==> src/rtl/dz_regulator.sv <==
module dz_regulator #(
  parameter int EW      = 8,
  parameter int CW      = 8,
  parameter int KW      = 8,
  parameter int FRAC    = 4,
  parameter int AVG_LOG = 6
) (
  input  logic                 clk,
  input  logic                 rst_n,
  input  logic                 smp_valid,
  input  logic signed [EW-1:0] err_in,
  input  logic [KW-1:0]        slow_ka,
  input  logic [KW-1:0]        slow_kb,
  input  logic [KW-1:0]        fast_ka,
  input  logic [KW-1:0]        fast_kb,
  input  logic [KW-1:0]        corr,
  input  logic [EW-2:0]        thr_init,
  output logic [CW-1:0]        cmd,
  output logic                 fast_mode,
  output logic [EW-2:0]        thr
);
  localparam int DEPTH = 1 << AVG_LOG;
  localparam int SW    = EW + AVG_LOG;
  localparam int PW    = KW + EW + 1;
  localparam int DW    = PW + 1;
  localparam int MW    = EW + KW;

  logic [EW-1:0]        hist [DEPTH];
  logic [AVG_LOG-1:0]   ptr_q;
  logic [SW-1:0]        sum_q;
  logic signed [EW-1:0] e_prev_q;
  logic [CW-1:0]        cmd_q;
  logic [EW-2:0]        thr_q;
  logic                 mode_q;

  logic [EW-1:0]        mag;
  logic                 fast_now;
  logic [KW-1:0]        ka, kb;
  logic signed [PW-1:0] prod_a, prod_b;
  logic signed [DW-1:0] diff, step;
  logic signed [DW:0]   acc;
  logic [CW-1:0]        cmd_next;
  logic [SW-1:0]        sum_next;
  logic [EW-1:0]        mean;
  logic [MW-1:0]        scaled;
  logic [EW-2:0]        thr_next;

  assign mag      = err_in[EW-1] ? (~err_in + 1'b1) : err_in;
  assign fast_now = mag > {1'b0, thr_q};
  assign ka       = fast_now ? fast_ka : slow_ka;
  assign kb       = fast_now ? fast_kb : slow_kb;
  assign prod_a   = $signed({1'b0, ka}) * err_in;
  assign prod_b   = $signed({1'b0, kb}) * e_prev_q;
  assign diff     = prod_a - prod_b;
  assign step     = diff >>> FRAC;
  assign acc      = $signed({1'b0, cmd_q}) + step;

  always_comb begin
    if (acc[DW])
      cmd_next = '0;
    else if (|acc[DW-1:CW])
      cmd_next = '1;
    else
      cmd_next = acc[CW-1:0];
  end

  assign sum_next = sum_q + SW'(mag) - SW'(hist[ptr_q]);
  assign mean     = sum_next[SW-1:AVG_LOG];
  assign scaled   = (MW'(mean) * MW'(corr)) >> FRAC;
  assign thr_next = (scaled > MW'({(EW-1){1'b1}})) ? '1 : scaled[EW-2:0];

  always_ff @(posedge clk) begin
    if (!rst_n) begin
      for (int i = 0; i < DEPTH; i++) hist[i] <= '0;
      ptr_q    <= '0;
      sum_q    <= '0;
      e_prev_q <= '0;
      cmd_q    <= '0;
      thr_q    <= thr_init;
      mode_q   <= 1'b0;
    end else if (smp_valid) begin
      hist[ptr_q] <= mag;
      ptr_q    <= ptr_q + 1'b1;
      sum_q    <= sum_next;
      e_prev_q <= err_in;
      cmd_q    <= cmd_next;
      thr_q    <= thr_next;
      mode_q   <= fast_now;
    end
  end

  assign cmd       = cmd_q;
  assign fast_mode = mode_q;
  assign thr       = thr_q;
endmodule

==> config.mk <==
export PLATFORM = sky130hd
export DESIGN_NAME = dz_regulator
export DESIGN_NICKNAME = d
export VERILOG_FILES = /design/src/rtl/dz_regulator.sv
export SDC_FILE = /design/constraint.sdc
export NUM_CORES = 1
export LEC_CHECK = 0
export BUFFER_PORTS_ARGS = -buffer_cell sky130_fd_sc_hd__buf_2
export CAP_MARGIN = 30
export CORE_UTILIZATION = 40
export CTS_BUF_LIST = sky130_fd_sc_hd__clkbuf_8
export CTS_CLUSTER_SIZE = 28
export DETAILED_ROUTE_END_ITERATION = 10
export PLACE_DENSITY = 0.62
export SLEW_MARGIN = 40
export SYNTH_ARGS = -nofsm -noshare
export SYNTH_HDL_FRONTEND = slang
export SYNTH_SLANG_ARGS = --single-unit
==> constraint.sdc <==
create_clock -name clk -period 23 [get_ports clk]
set_input_delay 6.9 -clock clk [delete_from_list [all_inputs] [get_ports clk]]
set_output_delay 6.9 -clock clk [all_outputs]
set_load 0.01 [all_outputs]
==> results of run 1 <==
stage by stage:
| step | std cells | hold slack (ps) | setup slack, ps | area (µm²) |
|---|---|---|---|---|
| after global placement | 3621 | 446 | 5580 | 33800 |
| final | 3794 | 448 | 5880 | 35800 |
| after detailed placement | 3622 | 439 | 5130 | 33800 |
| after CTS | 3792 | 452 | 5840 | 35700 |
| after global routing | 3794 | 495 | 5170 | 35800 |
| after floorplan | 2607 | 454 | 6850 | 32300 |
layout make-up:
cell class / count / area share, %
Inverter: 246 / 2.58
Sequential cell: 562 / 46.0
Clock buffer: 96 / 3.69
Antenna cell: 1 / 0.00699
Multi-Input combinational cell: 1668 / 40.8
Clock inverter: 74 / 1.56
Tap cell: 1050 / 3.67
Timing Repair Buffer: 97 / 1.70
registers in the layout (all words and copies together), names as in the netlist, named ones only:
| register | cells |
|---|---|
| thr | 7 |
| ptr_q | 6 |
| e_prev_q | 8 |
| fast_mode | 1 |
| sum_q | 14 |
| cmd | 8 |
| hist | 512 |
logic make-up after synthesis:
family          after synthesis
simple gates                992
flops                       562
buf+inv                     377
fa+ha+maj                   285
mux                         201
compound gates              149
xor+xnor                     41
routing by layer:
| metal | GRT usage [%] | vias up | routed length, µm |
|---|---|---|---|
| li1 | - | 9182 | - |
| met1 | 26.7 | 10500 | 33500 |
| met3 | 3.16 | 123 | 5610 |
| met5 | 0 | - | 0 |
| met4 | 5.40 | 0 | 1690 |
| met2 | 34.1 | 757 | 40100 |
worst max-delay path by stage:
stage	start	to	slack, ps	cells after the start
after CTS	err_in[0]	cmd[0]	5840	42
after detailed placement	err_in[0]	cmd[0]	5130	42
after floorplan	err_in[0]	cmd[0]	6850	42
final	err_in[0]	cmd[0]	5880	42
after global routing	err_in[0]	cmd[2]	5170	42
after global placement	err_in[0]	cmd[0]	5580	42
worst min-delay path: cells and delay by family, from the launching register on:
family	cells	cell delay [ps]
and+or+nand+nor	1	50
DFF	1	320
AOI/OAI and AO/OA	1	50
layout by cell type (no fill, tap or decap), drive strengths merged, types with 24 or more instances in the layout:
cell,synthesis,final
a21oi,28,28
and2,58,58
buf,24,97
clkbuf,107,96
clkinv,0,39
dfxtp,43,43
edfxtp,519,519
fa,144,144
ha,141,141
inv,246,270
mux2i,26,26
mux4,168,168
nand2,222,222
nand2b,24,24
nor2,567,567
nor2b,61,61
o21ai,37,37
xnor2,27,27
==> metrics, run 1 <==
reg2reg path depth=32; Post-Route WL=80.9 mm; Pre-antenna DRT Iters=7; Die Y-Extent=286 µm; Cells after Synth=2607; number of buffers created by CTS=91; RR Endpoint=thr[4]; Core Area=0.0795 mm²; WHS Path Cells=2; area share of the largest cell type after synthesis=48.2%; Slew @ Worst Pin=841 ps; Synth cell types=61; Nets=3009; clock root buffer=clkbuf_8; number of max-cap violations=0; storage element area=0.0165 mm²; Setup Buffers After CTS=0; Max Root-Sink Buffers=3; clk_skew=48.6 ps; Congestion Overflow GR=0; max-slew violation count=0; most common cell in the netlist=nor2_1; Fin. Hold Viols=0; FMAX=58.4 MHz; mapped cell area=0.0323 mm²; Worst EP arrival=17710 ps; Final min period=17120 ps; Worst Hold Endpoint=fast_mode; fin crit share=74.4%; relative slew slack=44.0%; Synth area leader=edfxtp_1; Final setup violation count=0; nature of the critical path endpoint=flop; Worst-path clk slew=60 ps; Final ANT Viol Nets=0; # DRC=0; Avg Cell Area, Syn=12.4 µm²; Filler cells=7093; Worst-Skew Late Latency=710 ps; Ports=74; Die Span X=286 µm; CTS resizes=0; crit path kind=in2reg; TNS Setup=0 ps; largest family of logic cells by synthesized area=adder cells; 1st-iter DRT viols=2044; Critical Path RT=23590 ps; Adder-Cell Fraction of Synth Area=14.4%; htree depth=3; flops & latches, synth=562; CP max FO=66; CTS tree=done; commonest cells in the netlist=nor2_1, edfxtp_1, inv_1; layout cells sized above 1=16.0%; CTS Sinks=562; Initial Util=40.6%; Post-synth EDFFs=519; die area=0.0819 mm²; min-delay worst type=reg2reg; dpl hpwl=56.5 mm; DR vias/cell=5.41; port bufs=73; Synthesis Warnings=0; pin count of the biggest net entering global routing=97; Hold-fix buffers, CTS=0; Final Core Density=45.0%; cell repeated most along the worst path=ha_1; Synth Area in Simple Gates=13.1%; GRT Util Overall=20.1%; CP top delay family=compound AO/OA/AOI/OAI gates; synth top area cells=edfxtp_1, mux4_2, fa_1; CP startpoint kind=input pin; row count=103; syn_nets=2950; Synth Flop Type=edfxtp_1; P&R area growth vs syn=10.7%; Final GP Congestion=0.876; detailed-route via count=20500; vias in the first global route=21500; footprint of the multi-input gates=0.0146 mm²; R2R Setup Slk=11750 ps; HP Start=fast_mode; antenna violations before repair=4; Synth Area in Compound Gates=3.36%; RSZ-0062 raised after global routing=false; outcome=completed; post-synthesis async set-or-reset flop share=0%; routed len/inst=21.3 µm; register area share after synthesis=50.9%; fraction of synthesized area in multiplexers=12.8%; xor/xnor cell area share of the yosys netlist=1.11%; CP bufs+invs=8; crit-path max cell delay=600 ps; slowest CP cell=o31ai_1; first-pass GRT wire length=126 mm
Power of run 1 is not shown: default switching activity piles up to over one toggle a cycle in this logic, so the estimate is an artifact.
==> run 2, diff against run 1 <==
--- a/config.mk
+++ b/config.mk
@@ -11,7 +11,7 @@
 export CTS_BUF_LIST = sky130_fd_sc_hd__clkbuf_8
 export CTS_CLUSTER_SIZE = 28
 export DETAILED_ROUTE_END_ITERATION = 10
-export PLACE_DENSITY = 0.62
+export PLACE_DENSITY = 0.64
 export SLEW_MARGIN = 40
 export SYNTH_ARGS = -nofsm -noshare
 export SYNTH_HDL_FRONTEND = slang
==> constraint.sdc (replaced) <==
create_clock -name clk -period 14.8 [get_ports clk]
set_input_delay 4.44 -clock clk [delete_from_list [all_inputs] [get_ports clk]]
set_output_delay 4.44 -clock clk [all_outputs]
set_load 0.01 [all_outputs]
==> metrics, run 2 (synthesized netlist as in run 1, its figures left out) <==
Critical Path RT=15400 ps (was 23590 ps); slowest CP cell=mux2i_1 (was o31ai_1); Congestion Overflow GR=0 (unchanged); Core Area=0.0795 mm² (unchanged); Post-Route WL=79.7 mm (was 80.9 mm); Setup Buffers After CTS=0 (unchanged); commonest non-fill, non-tap cell in the layout=nor2_1 (unchanged); Slew @ Worst Pin=787 ps (was 841 ps); Ports=74 (unchanged); GR peak layer=met2 (unchanged); fin crit share=94.7%; die area=0.0819 mm² (unchanged); port bufs=73 (unchanged); # DRC=0 (unchanged); 1st-iter DRT viols=1883 (was 2044); min-delay worst type=reg2reg (unchanged); CTS tree=done (unchanged); reg2reg path depth=30 (was 32); DR vias/cell=5.40 (was 5.41); P&R area growth vs syn=11.0% (was 10.7%); dpl hpwl=56.5 mm (about the same); R2R Setup Slk=4040 ps (was 11750 ps); met3 usage=3.91% (was 3.16%); max-slew violation count=0 (unchanged); Final ANT Viol Nets=0 (unchanged); footprint of the multi-input gates=0.0146 mm² (about the same); detailed-route via count=20600 (was 20500); TNS Setup=0 ps (unchanged); highest-count cells in the layout ignoring fill and taps=nor2_1, edfxtp_1, inv_1 (unchanged); number of buffers created by CTS=91 (unchanged); Die Y-Extent=286 µm (unchanged); Top reg by flops=hist (unchanged); layout cells sized above 1=16.3% (was 16.0%); RSZ-0062 raised after global routing=false (unchanged); CP startpoint kind=input pin (unchanged); biggest regs=hist x512, sum_q x14 (unchanged); first-pass GRT wire length=124 mm (was 126 mm); HP Start=fast_mode (unchanged); grt met2 use=32.1% (was 34.1%); htree depth=3 (unchanged); CP bufs+invs=6 (was 8); crit path kind=in2reg (unchanged); Final GP Congestion=0.935 (was 0.876); number of max-cap violations=0 (unchanged); RR Endpoint=thr[4] (unchanged); relative slew slack=47.6% (was 44.0%); Worst-path clk slew=70 ps (was 60 ps); Filler cells=7096 (was 7093); pin count of the biggest net entering global routing=70 (was 97); met1 GRT Util=26.4% (was 26.7%); CP max FO=10 (was 66); WHS Path Cells=2 (unchanged); cell repeated most along the worst path=fa_1 (was ha_1); Hold-fix buffers, CTS=0 (unchanged); GRT Util Overall=19.7% (was 20.1%); vias in the first global route=21400 (was 21500); Fin. Hold Viols=0 (unchanged); nature of the critical path endpoint=flop (unchanged); routed len/inst=20.9 µm (was 21.3 µm); Max Root-Sink Buffers=3 (unchanged); Worst-Skew Late Latency=700 ps (was 710 ps); outcome=completed (unchanged); CTS Sinks=562 (unchanged); clk_skew=41.8 ps (was 48.6 ps); crit-path max cell delay=650 ps (was 600 ps); Die Span X=286 µm (unchanged); Worst Hold Endpoint=fast_mode (unchanged); Final min period=14010 ps; storage element area=0.0165 mm² (unchanged); row count=103 (unchanged); clock root buffer=clkbuf_8 (unchanged); Initial Util=40.6% (unchanged); FMAX=71.4 MHz; Largest register FFs=512 (unchanged); antenna violations before repair=5 (was 4); CP top delay family=adder cells (was compound AO/OA/AOI/OAI gates); Worst EP arrival=14610 ps (was 17710 ps); Final setup violation count=0 (unchanged); Pre-antenna DRT Iters=5 (was 7); CTS resizes=0 (unchanged); Nets=3025 (was 3009)
## run 2: how the worst max path moves through the flow
stage                    from      to  slack [ps]  cells after the start
global placement    err_in[0]  cmd[0]         480                     38
detailed placement  err_in[1]  cmd[0]         160                     38
finish              err_in[0]  cmd[2]         790                     38
global route        err_in[0]  cmd[3]         160                     38
floorplan           err_in[0]  cmd[0]        1110                     42
CTS                 err_in[1]  cmd[2]         850                     38
## run 2: layer usage
layer	share of wire (%)	up-vias
li1	-	9212
met1	41	10300
met2	48	880
met3	8.3	146
met4	2.8	8
met5	0.071	-
## run 2: cell type report
| type | instances | area share (%) |
|---|---|---|
| timing repair buffer | 113 | 2.13 |
| multi-input combinational | 1668 | 40.7 |
| sequential | 562 | 45.9 |
| inverter | 246 | 2.57 |
| clock buffer | 93 | 3.57 |
| tap | 1050 | 3.66 |
| antenna | 2 | 0.0140 |
| clock inverter | 76 | 1.51 |
## run 2: worst reg2reg max path: cells and delay by family, from the launching register on
kind / cells / cell delay [ps]
buffers and inverters: 4 / 920
DFF: 1 / 670
adders and majority gates: 7 / 2970
AOI/OAI and AO/OA: 12 / 2810
muxes: 3 / 1830
and+or+nand+nor: 4 / 1290
## run 2: metrics by stage
stage	setup slack, ps	cell area, µm²	hold WS [ps]	std cells	utilization, %
3_3_place_gp	476	33900	452	3635	42.6
6_report	789	35900	476	3810	45.1
5_1_grt	163	35900	504	3809	45.1
2_1_floorplan	1110	32300	454	2607	-
3_5_place_dp	157	34000	464	3639	42.8
4_1_cts	852	35800	481	3808	45.1
Power of run 2 is left out for the same reason.
